**config.mk**
```make
export PLATFORM = sky130hd
export DESIGN_NAME = oc_unit
export DESIGN_NICKNAME = d
export VERILOG_FILES = /design/src/rtl/oc_pkg.sv /design/src/rtl/oc_ctrl.sv /design/src/rtl/oc_datapath.sv /design/src/rtl/oc_unit.sv
export SDC_FILE = /design/constraint.sdc
export NUM_CORES = 1
export LEC_CHECK = 0
export ABC_CLOCK_PERIOD_IN_PS = 2000
export BUFFER_PORTS_ARGS = -buffer_cell sky130_fd_sc_hd__buf_2
export CAP_MARGIN = 10
export CELL_PAD_IN_SITES_DETAIL_PLACEMENT = 0
export CELL_PAD_IN_SITES_GLOBAL_PLACEMENT = 1
export CORE_ASPECT_RATIO = 2
export CORE_UTILIZATION = 34
export DETAILED_ROUTE_END_ITERATION = 10
export PLACE_DENSITY = 0.78
export SYNTH_ARGS = -nofsm -noshare
export SYNTH_HDL_FRONTEND = slang
export SYNTH_SLANG_ARGS = --single-unit
```
**constraint.sdc**
```tcl
create_clock -name clk -period 2 [get_ports clk]
set_clock_uncertainty 0.2 [all_clocks]
set_input_delay 0.1 -clock clk [delete_from_list [all_inputs] [get_ports clk]]
set_output_delay 0.1 -clock clk [all_outputs]
set_load 0.05 [all_outputs]
```
**src/rtl/oc_pkg.sv**
```systemverilog
package oc_pkg;
  typedef enum logic [1:0] {
    OC_OFF    = 2'b00,
    OC_TOGGLE = 2'b01,
    OC_CLEAR  = 2'b10,
    OC_SET    = 2'b11
  } ocMode_t;

  typedef struct packed {
    logic loadHi;
    logic commitLo;
    logic setFlag;
    logic clrFlag;
    logic updState;
  } ocStrobe_t;
endpackage

```
**src/rtl/oc_ctrl.sv**
```systemverilog
module oc_ctrl
  import oc_pkg::*;
(
  input  logic      clk,
  input  logic      rst_n,
  input  logic      tick,
  input  logic      cntWrite,
  input  logic      hiWrite,
  input  logic      loWrite,
  input  logic      forceStrobe,
  input  logic      pwmMode,
  input  logic      flagClear,
  input  logic      cmpEqual,
  output ocStrobe_t strobes
);
  logic blockPending;
  logic matchHit;

  // one-shot mask: armed by a counter write, consumed by the next tick
  always_ff @(posedge clk) begin
    if (!rst_n)        blockPending <= 1'b0;
    else if (cntWrite) blockPending <= 1'b1;
    else if (tick)     blockPending <= 1'b0;
  end

  assign matchHit = tick && cmpEqual && !blockPending;

  always_comb begin
    strobes          = '0;
    strobes.loadHi   = hiWrite;
    strobes.commitLo = loWrite;
    strobes.setFlag  = matchHit;
    strobes.clrFlag  = flagClear;
    strobes.updState = matchHit || (forceStrobe && !pwmMode);
  end
endmodule

```
**src/rtl/oc_datapath.sv**
```systemverilog
module oc_datapath
  import oc_pkg::*;
#(
  parameter int BUS_W = 8,
  localparam int CMP_W = 2 * BUS_W
) (
  input  logic             clk,
  input  logic             rst_n,
  input  logic [BUS_W-1:0] wrData,
  input  logic [CMP_W-1:0] cnt,
  input  ocMode_t          modeSel,
  input  ocStrobe_t        strobes,
  input  logic             dirBit,
  input  logic             portBit,
  output logic [CMP_W-1:0] cmpValue,
  output logic             cmpEqual,
  output logic             matchFlag,
  output logic             ocState,
  output logic             pinOut
);
  logic [BUS_W-1:0] holdHi;
  logic             stateNext;

  always_ff @(posedge clk) begin
    if (!rst_n) begin
      holdHi   <= '0;
      cmpValue <= '0;
    end else begin
      if (strobes.loadHi)   holdHi   <= wrData;
      if (strobes.commitLo) cmpValue <= {holdHi, wrData};
    end
  end

  assign cmpEqual = (cnt == cmpValue);

  always_comb begin
    unique case (modeSel)
      OC_TOGGLE: stateNext = !ocState;
      OC_CLEAR:  stateNext = 1'b0;
      OC_SET:    stateNext = 1'b1;
      default:   stateNext = ocState;
    endcase
  end

  always_ff @(posedge clk) begin
    if (!rst_n) begin
      ocState   <= 1'b0;
      matchFlag <= 1'b0;
    end else begin
      if (strobes.updState)     ocState   <= stateNext;
      if (strobes.setFlag)      matchFlag <= 1'b1;
      else if (strobes.clrFlag) matchFlag <= 1'b0;
    end
  end

  always_comb begin
    if (!dirBit)               pinOut = 1'b0;
    else if (modeSel == OC_OFF) pinOut = portBit;
    else                       pinOut = ocState;
  end
endmodule

```
**src/rtl/oc_unit.sv**
```systemverilog
module oc_unit
  import oc_pkg::*;
#(
  parameter int BUS_W = 8,
  localparam int CMP_W = 2 * BUS_W
) (
  input  logic             clk,
  input  logic             rst_n,
  input  logic             tick,
  input  logic [CMP_W-1:0] cnt,
  input  logic             cntWrite,
  input  logic             hiWrite,
  input  logic             loWrite,
  input  logic [BUS_W-1:0] wrData,
  input  logic [1:0]       modeSel,
  input  logic             pwmMode,
  input  logic             forceStrobe,
  input  logic             flagClear,
  input  logic             dirBit,
  input  logic             portBit,
  output logic [CMP_W-1:0] cmpValue,
  output logic             matchFlag,
  output logic             ocState,
  output logic             pinOut
);
  ocStrobe_t strobes;
  logic      cmpEqual;

  oc_ctrl u_ctrl (
    .clk(clk), .rst_n(rst_n), .tick(tick), .cntWrite(cntWrite),
    .hiWrite(hiWrite), .loWrite(loWrite), .forceStrobe(forceStrobe),
    .pwmMode(pwmMode), .flagClear(flagClear), .cmpEqual(cmpEqual),
    .strobes(strobes)
  );

  oc_datapath #(.BUS_W(BUS_W)) u_dp (
    .clk(clk), .rst_n(rst_n), .wrData(wrData), .cnt(cnt),
    .modeSel(ocMode_t'(modeSel)), .strobes(strobes),
    .dirBit(dirBit), .portBit(portBit), .cmpValue(cmpValue),
    .cmpEqual(cmpEqual), .matchFlag(matchFlag), .ocState(ocState),
    .pinOut(pinOut)
  );
endmodule

```
==> metrics, run 1 <==
final setup vio count=0; total setup buffers inserted after CTS=0; syn avg cell area=10.3 sq um; slowest CP cell=dfxtp_1; Cell Rows=30; H-tree depth=1; Setup crit end kind=register; Cell Pwr Density=about 650 nW/um^2; period utilization=between 80% and 90%; DR iter-0 viols=13; minimum clock period=1.76 ns; setup slack after placement=0.192 ns; Distinct cells, synth=19; Fmax=0.568 GHz; global-route wire length before repair=~4300 microns; Final Hold Viols=0; RSZ-0062 raised after global routing=false; CP arrival=~1.8 ns; Mapped Cells=around 120; storage element area=541 sq um; CTS tree=yes; Slew Limit Fails=0; Peak supply drop=about 0.4 mV; status=completed; ANT cells=0; Wirelength per Cell=approximately 12 microns; largest net degree at the start of global routing=29; grt ovf=0; drt pass-1 iters=3; Synth Net Count=between 150 and 200; Worst EP required=2.00 ns; startpoint types=register; Cell Area, Synth=roughly 1300 sq um; Power, Total=around 1.1 mW; DR DRC count=0; CTS Buf Count=3; max-cap violation count=0; Max-slew headroom=around 67%; initial antenna violation count=0; clock sinks=27; Final HPWL DP=approximately 2000 microns; DIE WIDTH=44.9 microns; Leak Pwr=around 0.8 nW; post-synth top area share=~43%; final wirelength=roughly 2700 microns; remaining antenna violation count=0; number of fill cells=345; GRT Total Usage=around 15%; Core Region=approximately 3500 sq um; CP max FO=3; top cells by area, synth=dfxtp_1, mux2i_1, nor2b_1, xnor2_1, xor2_1; Final Net Count=224; top-level port count=56; vias in the first global route=about 990; max incr delay on CP=roughly 0.33 ns; pin slew with the least headroom to its limit=0.493 ns; Synth Register Bits=27; worst skew pair latency=around 0.27 ns; area of the multi-input gates=roughly 700 sq um; # port buffers=55; Yosys top cell by area=dfxtp_1; chip height=~88 microns; yosys warns=0; critical-path cell list=xor2_1 -> nor4_2 -> nand4b_1 -> nor4_4 -> mux2i_1; Area Overhead vs Synth=39.3%; WS Path Type=reg -> reg; share of layout cells above drive strength 1=around a third; Setup TNS=0 ns; Clock Path Buffers=2; vias=between 1000 and 1500; sequential area share after synthesis=43.2%; final RePlAce weighted congestion=between 0.7 and 0.8; Clock transition at path regs=0.09 ns; worst hold path class=in -> reg; effective utilization at floorplan=between 30 and 40%; Die Area=3940 sq um; clk root buf=clkbuf_8; post-route worst setup slack=between 0.2 and 0.25 ns; Vias per Instance=around 4.4
==> cell usage after synthesis, drive strengths merged <==
master,n
a21bo,1
a21boi,1
buf,2
clkbuf,4
dfxtp,27
mux2i,25
nand2,4
nand2b,2
nand3,1
nand4,2
nand4b,1
nor2,1
nor2b,26
nor4,2
o21a,2
o21ai,3
xnor2,13
xor2,4
==> cell usage in the layout (no fill, tap or decap), drive strengths merged <==
cell type | synthesis | routed
buf | 2 | 55
dfxtp | 27 | 27
nor2b | 26 | 26
mux2i | 25 | 25
xnor2 | 13 | 13
dlygate4sd3 | 0 | 12
nand2 | 4 | 4
xor2 | 4 | 4
o21ai | 3 | 3
clkbuf | 4 | 3
nand2b | 2 | 2
nand4 | 2 | 2
o21a | 2 | 2
nor4 | 2 | 2
nor2 | 1 | 1
a21boi | 1 | 1
a21bo | 1 | 1
nand3 | 1 | 1
nand4b | 1 | 1
clkinv | 0 | 1
==> path summary, 6_finish.rpt <==
kind / from / to / slack, ns / cells after the start
hold / removal: rst_n / u_dp.matchFlag / 0.06 / 2
hold reg to reg: u_dp.holdHi[7] / u_dp.holdHi[7] / 0.33 / 2
setup / recovery: u_dp.cmpValue[14] / u_dp.ocState / 0.24 / 5
setup reg to reg: u_dp.cmpValue[14] / u_dp.ocState / 0.24 / 5
==> power breakdown <==
part / total (mW) / internal, mW / switching [mW]
registers: 0.584 / 0.565 / 0.0195
logic: 0.249 / 0.113 / 0.136
clock network: 0.302 / 0.139 / 0.163
==> kinds of logic (layout without fill, tap and decap cells) <==
family                    after synthesis  after routing  synth area share (%)
xor gates and xnor gates               17             17                  11.9
muxes                                  25             25                  20.0
DFF                                    27             27                  43.2
AOI/OAI and AO/OA                       7              7                  3.80
buffers and inverters                   6             71                  2.00
and+or+nand+nor                        39             39                  19.1
==> cell type report <==
class / count / area share [%]
clock buffers: 3 / 2.37
clock inverters: 1 / 0.287
multi-input cells: 88 / 40.2
flip-flops and latches: 27 / 31.0
well taps: 48 / 3.45
repair buffers: 67 / 22.7
==> sequential cells by signal, indices dropped and copies added (netlist names) <==
name,flops
u_dp.matchFlag,1
u_ctrl.blockPending,1
u_dp.ocState,1
u_dp.holdHi,8
u_dp.cmpValue,16
==> worst max-delay path: cells and delay by family (launching register included) <==
kind,cells,cell delay [ns]
multiplexers,1,0.21
AND/OR/NAND/NOR,3,0.77
flip-flops,1,0.33
XOR/XNOR,1,0.17
==> routing by layer <==
metal / share of wire (%) / GRT usage (%)
met5: 0 / 0
met4: 2.0 / 7.44
met3: 3.7 / 1.24
met2: 54 / 28.2
met1: 40 / 15.9
==> timing repair <==
action                                  in CTS  in global routing
hold buffers                                12                  0
endpoints found under the setup margin       0                  1
endpoints found under the hold margin       19                  0
resized for setup                            0                  2
==> per-stage QoR <==
stage | area, sq um | cells | utilization, % | hold WS [ns]
2_1_floorplan | 1250 | 121 | - | 0.0238
3_3_place_gp | 1560 | 218 | 45.2 | 0.124
3_5_place_dp | 1560 | 218 | 45.2 | 0.128
4_1_cts | 1730 | 234 | 50.0 | 0.0396
5_1_grt | 1740 | 234 | 50.5 | 0.0857
6_report | 1740 | 234 | 50.5 | 0.0617
(Power assumes the default switching activity.)
==> run 2: changes to the inputs <==
--- a/config.mk
+++ b/config.mk
@@ -5,15 +5,16 @@
 export SDC_FILE = /design/constraint.sdc
 export NUM_CORES = 1
 export LEC_CHECK = 0
+export ABC_AREA = 1
 export ABC_CLOCK_PERIOD_IN_PS = 2000
 export BUFFER_PORTS_ARGS = -buffer_cell sky130_fd_sc_hd__buf_2
 export CAP_MARGIN = 10
 export CELL_PAD_IN_SITES_DETAIL_PLACEMENT = 0
 export CELL_PAD_IN_SITES_GLOBAL_PLACEMENT = 1
 export CORE_ASPECT_RATIO = 2
-export CORE_UTILIZATION = 34
+export CORE_UTILIZATION = 31
 export DETAILED_ROUTE_END_ITERATION = 10
-export PLACE_DENSITY = 0.78
+export PLACE_DENSITY = 0.79
 export SYNTH_ARGS = -nofsm -noshare
 export SYNTH_HDL_FRONTEND = slang
 export SYNTH_SLANG_ARGS = --single-unit
==> metrics, run 2 <==
Setup crit end kind=primary output (was register); post-synth top area share=43.2% (about the same); max-cap violation count=0 (unchanged); max reg flops=16 (unchanged); Primary FF master, synth=dfxtp_1 (unchanged); final setup vio count=0 (unchanged); largest net degree at the start of global routing=26 (was 29); HP Start=hiWrite (was rst_n); Setup TNS=0 ns (unchanged); storage element area=541 sq um (unchanged); top-level port count=56 (unchanged); Final Net Count=298 (was 224); DR DRC count=0 (unchanged); worst skew pair latency=0.27 ns (about the same); chip height=91.9 microns (was 87.8 microns); Clock transition at path regs=0.09 ns (about the same); commonest cells in the netlist=nor2_1, nand2_1, dfxtp_1, inv_1, o21ai_0 (was dfxtp_1, nor2b_1, mux2i_1); DR iter-0 viols=30 (was 13); ys async rst share=0% (unchanged); grt ovf=0 (unchanged); Hold Path Depth=3 (was 2); Distinct cells, synth=18 (was 19); Yosys top cell by area=dfxtp_1 (unchanged); RSZ-0062 raised after global routing=false (unchanged); clock sinks=27 (unchanged); Clock Path Buffers=2 (unchanged); H-tree depth=1 (unchanged); initial antenna violation count=0 (unchanged); final wirelength=3090 microns (was 2710 microns); Peak supply drop=0.429 mV (was 0.400 mV); number of fill cells=454 (was 345); Cell Pwr Density=672 nW/um^2 (was 652 nW/um^2); Slew Limit Fails=0 (unchanged); most frequent cells in the layout=buf_2, nor2_1, nand2_1 (was buf_2, dfxtp_1, nor2b_1); Final Hold Viols=0 (unchanged); startpoint types=input pin (was register); Cell Rows=32 (was 30); yosys warns=0 (unchanged); sequential area share after synthesis=43.2% (about the same); top-count cell post-synth=nor2_1 (was dfxtp_1); period utilization=81.0% (was 88.0%); share of layout cells above drive strength 1=25.4% (was 33.3%); Mapped Cells=189 (was 121); Die Area=4310 sq um (was 3940 sq um); CTS Buf Count=3 (unchanged); Fmax=0.617 GHz (was 0.568 GHz); total setup buffers inserted after CTS=0 (unchanged); syn avg cell area=6.63 sq um (was 10.3 sq um); ANT cells=0 (unchanged); most flop-heavy register=u_dp.cmpValue (unchanged); Final HPWL DP=2380 microns (was 2030 microns); CTS tree=yes (unchanged); Worst EP required=1.70 ns (was 2.00 ns); Vias per Instance=4.26 (was 4.44); Synth Net Count=226 (was 158); Max-slew headroom=57.9% (was 67.2%); Cell Area, Synth=1250 sq um (about the same); area of the multi-input gates=591 sq um (was 701 sq um); GRT Total Usage=15.4% (was 15.0%); most common cell after layout, fill and taps aside=buf_2 (unchanged); pin slew with the least headroom to its limit=0.630 ns (was 0.493 ns); Wirelength per Cell=9.94 microns (was 11.6 microns); effective utilization at floorplan=32.6% (was 36.2%); worst r2r path cells=11 (was 5); final RePlAce weighted congestion=0.766 (was 0.722); Core Region=3840 sq um (was 3450 sq um); crit path launch=modeSel[1] (was u_dp.cmpValue[14]); top cells by area, synth=dfxtp_1, nor2_1, nand2_1, o21ai_0, inv_1 (was dfxtp_1, mux2i_1, nor2b_1, xnor2_1, xor2_1); vias=1326 (was 1038); clk root buf=clkbuf_8 (unchanged); remaining antenna violation count=0 (unchanged); worst hold path class=in -> reg (unchanged); EDFF count, synth=0 (unchanged); drt pass-1 iters=4 (was 3); status=completed (unchanged); biggest regs=u_dp.cmpValue: 16 flops, u_dp.holdHi: 8 flops (unchanged); vias in the first global route=1166 (was 994); design area=1780 sq um (was 1740 sq um); Leak Pwr=0.922 nW (was 0.814 nW); WS Path Type=in -> out (was reg -> reg); # port buffers=55 (unchanged); Hold WS=0.00948 ns (was 0.0617 ns); Area Overhead vs Synth=42.0% (was 39.3%); CP max FO=2 (was 3); Reg-to-Reg Start=u_dp.cmpValue[3] (was u_dp.cmpValue[14]); Cell Area, Placed=1580 sq um (was 1560 sq um); minimum clock period=1.62 ns (was 1.76 ns); DIE WIDTH=46.9 microns (was 44.9 microns); global-route wire length before repair=4910 microns (was 4300 microns); CP arrival=1.32 ns (was 1.76 ns); Synth Register Bits=27 (unchanged)
[run 2: cell count changes in the layout (fill, tap and decap cells not counted), sizes merged, moves of 8 or more]
cell,before,now
nand2,4,40
mux2i,25,0
nor2b,26,0
inv,0,28
nor2,1,42
o21ai,3,25
xnor2,13,5
a21oi,0,13
[run 2: final timing paths]
| path | endpoint | slack [ns] |
|---|---|---|
| min | u_dp.holdHi[5] | 0.009 |
| min reg2reg | u_dp.cmpValue[8] | 0.28 |
| max | pinOut | 0.38 |
| max reg2reg | u_dp.ocState | 0.54 |
[run 2: cells by family (layout without fill, tap and decap cells)]
group	count (synthesis)	after routing	share of synthesized area [%]
buf+inv	32	103	9.69
compound gates	38	38	15.5
simple gates	87	87	28.2
xor+xnor	5	5	3.50
flops	27	27	43.2
[run 2: layer usage]
layer  GRT usage, %  wire, microns  part of all wire [%]  vias up
met5              0              0                     0        -
met4           5.71             36                   1.2        0
met3           1.18             73                   2.4        2
met2           27.5           1710                    55       25
met1           17.4           1270                    41      578
li1               -              -                     -      721
[run 2: worst max-delay path, cell delays in order]
cell	delay, ns
dlygate4sd3_1	0.54
buf_2	0.13
nor2_1	0.12
o21ai_0	0.08
nor2_1	0.09
buf_2	0.26
[run 2: timing repair]
action	CTS	global route
hold endpoints to repair	23	0
hold buffers	15	0
resized for setup	0	0
[run 2: cell type report]
| class | instances | area share, % |
|---|---|---|
| multi-input cells | 130 | 33.2 |
| flip-flops and latches | 27 | 30.4 |
| repair buffers | 71 | 24.3 |
| inverters | 28 | 5.91 |
| well taps | 51 | 3.59 |
| clock buffers | 4 | 2.53 |
[run 2: where the power goes]
| part | switching, mW | internal (mW) |
|---|---|---|
| clock | 0.163 | 0.142 |
| sequential | 0.0215 | 0.573 |
| combinational | 0.187 | 0.109 |
| total | 0.371 | 0.824 |
[run 2: metrics by stage]
stage          setup WS (ns)  power [mW]  util [%]  instances
2_1_floorplan          0.229       0.790         -        189
3_3_place_gp           0.538       0.882      41.2        292
3_5_place_dp           0.523       0.883      41.2        292
4_1_cts                0.356        1.22      46.3        311
5_1_grt                0.254        1.26      46.3        311
6_report               0.380        1.20      46.3        311
==> run 3: changes to the inputs <==
--- a/config.mk
+++ b/config.mk
@@ -6,7 +6,7 @@
 export NUM_CORES = 1
 export LEC_CHECK = 0
 export ABC_AREA = 1
-export ABC_CLOCK_PERIOD_IN_PS = 2000
+export ABC_CLOCK_PERIOD_IN_PS = 1500
 export BUFFER_PORTS_ARGS = -buffer_cell sky130_fd_sc_hd__buf_2
 export CAP_MARGIN = 10
 export CELL_PAD_IN_SITES_DETAIL_PLACEMENT = 0
==> constraint.sdc (replaced) <==
create_clock -name clk -period 1.5 [get_ports clk]
set_clock_uncertainty 0.2 [all_clocks]
set_input_delay 0.075 -clock clk [delete_from_list [all_inputs] [get_ports clk]]
set_output_delay 0.075 -clock clk [all_outputs]
set_load 0.05 [all_outputs]
==> metrics, run 3 (synthesized netlist as in run 2, its figures left out) <==
CP max FO=2 (unchanged); most flop-heavy register=u_dp.cmpValue (unchanged); crit path launch=wrData[5] (was modeSel[1]); Hold WS=-0.0290 ns (was 0.00948 ns); Die Area=4310 sq um (unchanged); DR DRC count=0 (unchanged); startpoint types=input pin (unchanged); final wirelength=3360 microns (was 3090 microns); initial antenna violation count=0 (unchanged); most common cell after layout, fill and taps aside=buf_2 (unchanged); share of layout cells above drive strength 1=34.2% (was 25.4%); status=finished with violations (was completed); clk root buf=clkbuf_8 (unchanged); clock sinks=27 (unchanged); drt pass-1 iters=4 (unchanged); worst skew pair latency=0.28 ns (was 0.27 ns); Worst EP required=1.47 ns (was 1.70 ns); Area Overhead vs Synth=53.3% (was 42.0%); max reg flops=16 (unchanged); Slew Limit Fails=0 (unchanged); period utilization=about 97%; Reg2Reg Capture Point=u_dp.ocState (unchanged); Cell Area, Placed=1640 sq um (was 1580 sq um); worst r2r path cells=11 (unchanged); Cell Pwr Density=858 nW/um^2 (was 672 nW/um^2); pin slew with the least headroom to its limit=0.366 ns (was 0.630 ns); Clock transition at path regs=0.10 ns (was 0.09 ns); Fmax=0.687 GHz; largest net degree at the start of global routing=26 (unchanged); HP Start=modeSel[0] (was hiWrite); RSZ-0062 raised after global routing=true (was false); vias=1393 (was 1326); Setup TNS=0 ns (unchanged); Final HPWL DP=2450 microns (was 2380 microns); Final Hold Viols=1 (was 0); reg2reg setup slack=0.09 ns (was 0.54 ns); WS Path Type=in -> reg (was in -> out); DIE WIDTH=46.9 microns (unchanged); ANT cells=0 (unchanged); failing checks=negative hold slack; remaining antenna violation count=0 (unchanged); design area=1920 sq um (was 1780 sq um); final RePlAce weighted congestion=0.723 (was 0.766); GRT Total Usage=17.2% (was 15.4%); number of fill cells=430 (was 454); Setup crit end kind=register (was primary output); biggest regs=u_dp.cmpValue: 16 flops, u_dp.holdHi: 8 flops (unchanged); end of the worst hold path=u_dp.ocState (was u_dp.holdHi[5]); fin util=50.0% (was 46.3%); Max-slew headroom=75.6% (was 57.9%); CTS Buf Count=3 (unchanged); max-cap violation count=0 (unchanged); Core Region=3840 sq um (unchanged); minimum clock period=~1.5 ns; grt ovf=0 (unchanged); global-route wire length before repair=5380 microns (was 4910 microns); # port buffers=55 (unchanged); DR iter-0 viols=18 (was 30); Peak supply drop=0.489 mV (was 0.429 mV); max incr delay on CP=0.54 ns (about the same); most frequent cells in the layout=buf_2, nand2_1, nor2_1 (was buf_2, nor2_1, nand2_1); Vias per Instance=4.35 (was 4.26); fin cells=320 (was 311); chip height=91.9 microns (unchanged); Cell Rows=32 (unchanged); H-tree depth=1 (unchanged); final setup vio count=0 (unchanged); vias in the first global route=1275 (was 1166); effective utilization at floorplan=32.6% (unchanged); Hold Path Depth=6 (was 3); worst hold path class=in -> reg (unchanged); CP arrival=1.42 ns (was 1.32 ns); Wirelength per Cell=10.5 microns (was 9.94 microns); Clock Path Buffers=2 (unchanged); slowest CP cell=dlygate4sd3_1 (unchanged); Final Net Count=307 (was 298); top-level port count=56 (unchanged); critical-path cell list=dlygate4sd3_1 -> buf_2 -> nor2_1 -> nor2_1 -> dlygate4sd3_1 (was dlygate4sd3_1 -> buf_2 -> nor2_1 -> o21ai_0 -> nor2_1 -> buf_2); CTS tree=yes (unchanged); Reg-to-Reg Start=u_dp.cmpValue[13] (was u_dp.cmpValue[3]); placed insts=293 (was 292); Leak Pwr=0.976 nW (was 0.922 nW)
==> run 3: worst max-delay path by stage <==
stage                     endpoint  slack, ns  depth (start not counted)
global placement      u_dp.ocState       0.08                         11
floorplan             u_dp.ocState      0.006                          9
finish              u_dp.holdHi[5]       0.04                          5
CTS                         pinOut       0.03                          3
detailed placement    u_dp.ocState       0.07                         11
global route          u_dp.ocState     -0.004                         11
==> run 3: worst max-delay path: cells and delay by family <==
family,cells,cell delay (ns)
and+or+nand+nor,2,0.15
buffers and inverters,3,1.20
==> run 3: final cells by class <==
cell class	instances	area, sq um	area share, %
Multi-Input combinational cell	130	606	31.5
Sequential cell	27	578	30.1
Timing Repair Buffer	80	520	27.1
Inverter	28	105	5.47
Tap cell	51	63.8	3.32
Clock buffer	3	41.3	2.15
Clock inverter	1	6.26	0.326
==> run 3: timing repair <==
item	in CTS	in global routing
hold buffers	18	4
hold endpoints to repair	23	1
setup buffers	0	1
endpoints found under the setup margin	0	4
resized for setup	0	8
==> run 3: metal layers <==
metal  global-route usage [%]  vias to the layer above  share of wire, %
met4                     7.86                        0               1.9
met1                     18.7                      612                39
li1                         -                      744                 -
met2                     30.6                       32                56
met3                     1.97                        5               3.4
met5                        0                        -                 0
==> run 3: metrics by stage <==
stage,setup WS (ns),power (mW)
after floorplan,0.00633,1.06
after global placement,0.0826,1.18
after detailed placement,0.0692,1.18
after CTS,0.0341,1.66
after global routing,-0.00433,1.74
final,0.0447,1.65
==> run 3: power by group <==
part	switching [mW]	internal, mW
sequential	0.0303	0.763
combinational	0.259	0.165
clock	0.239	0.191
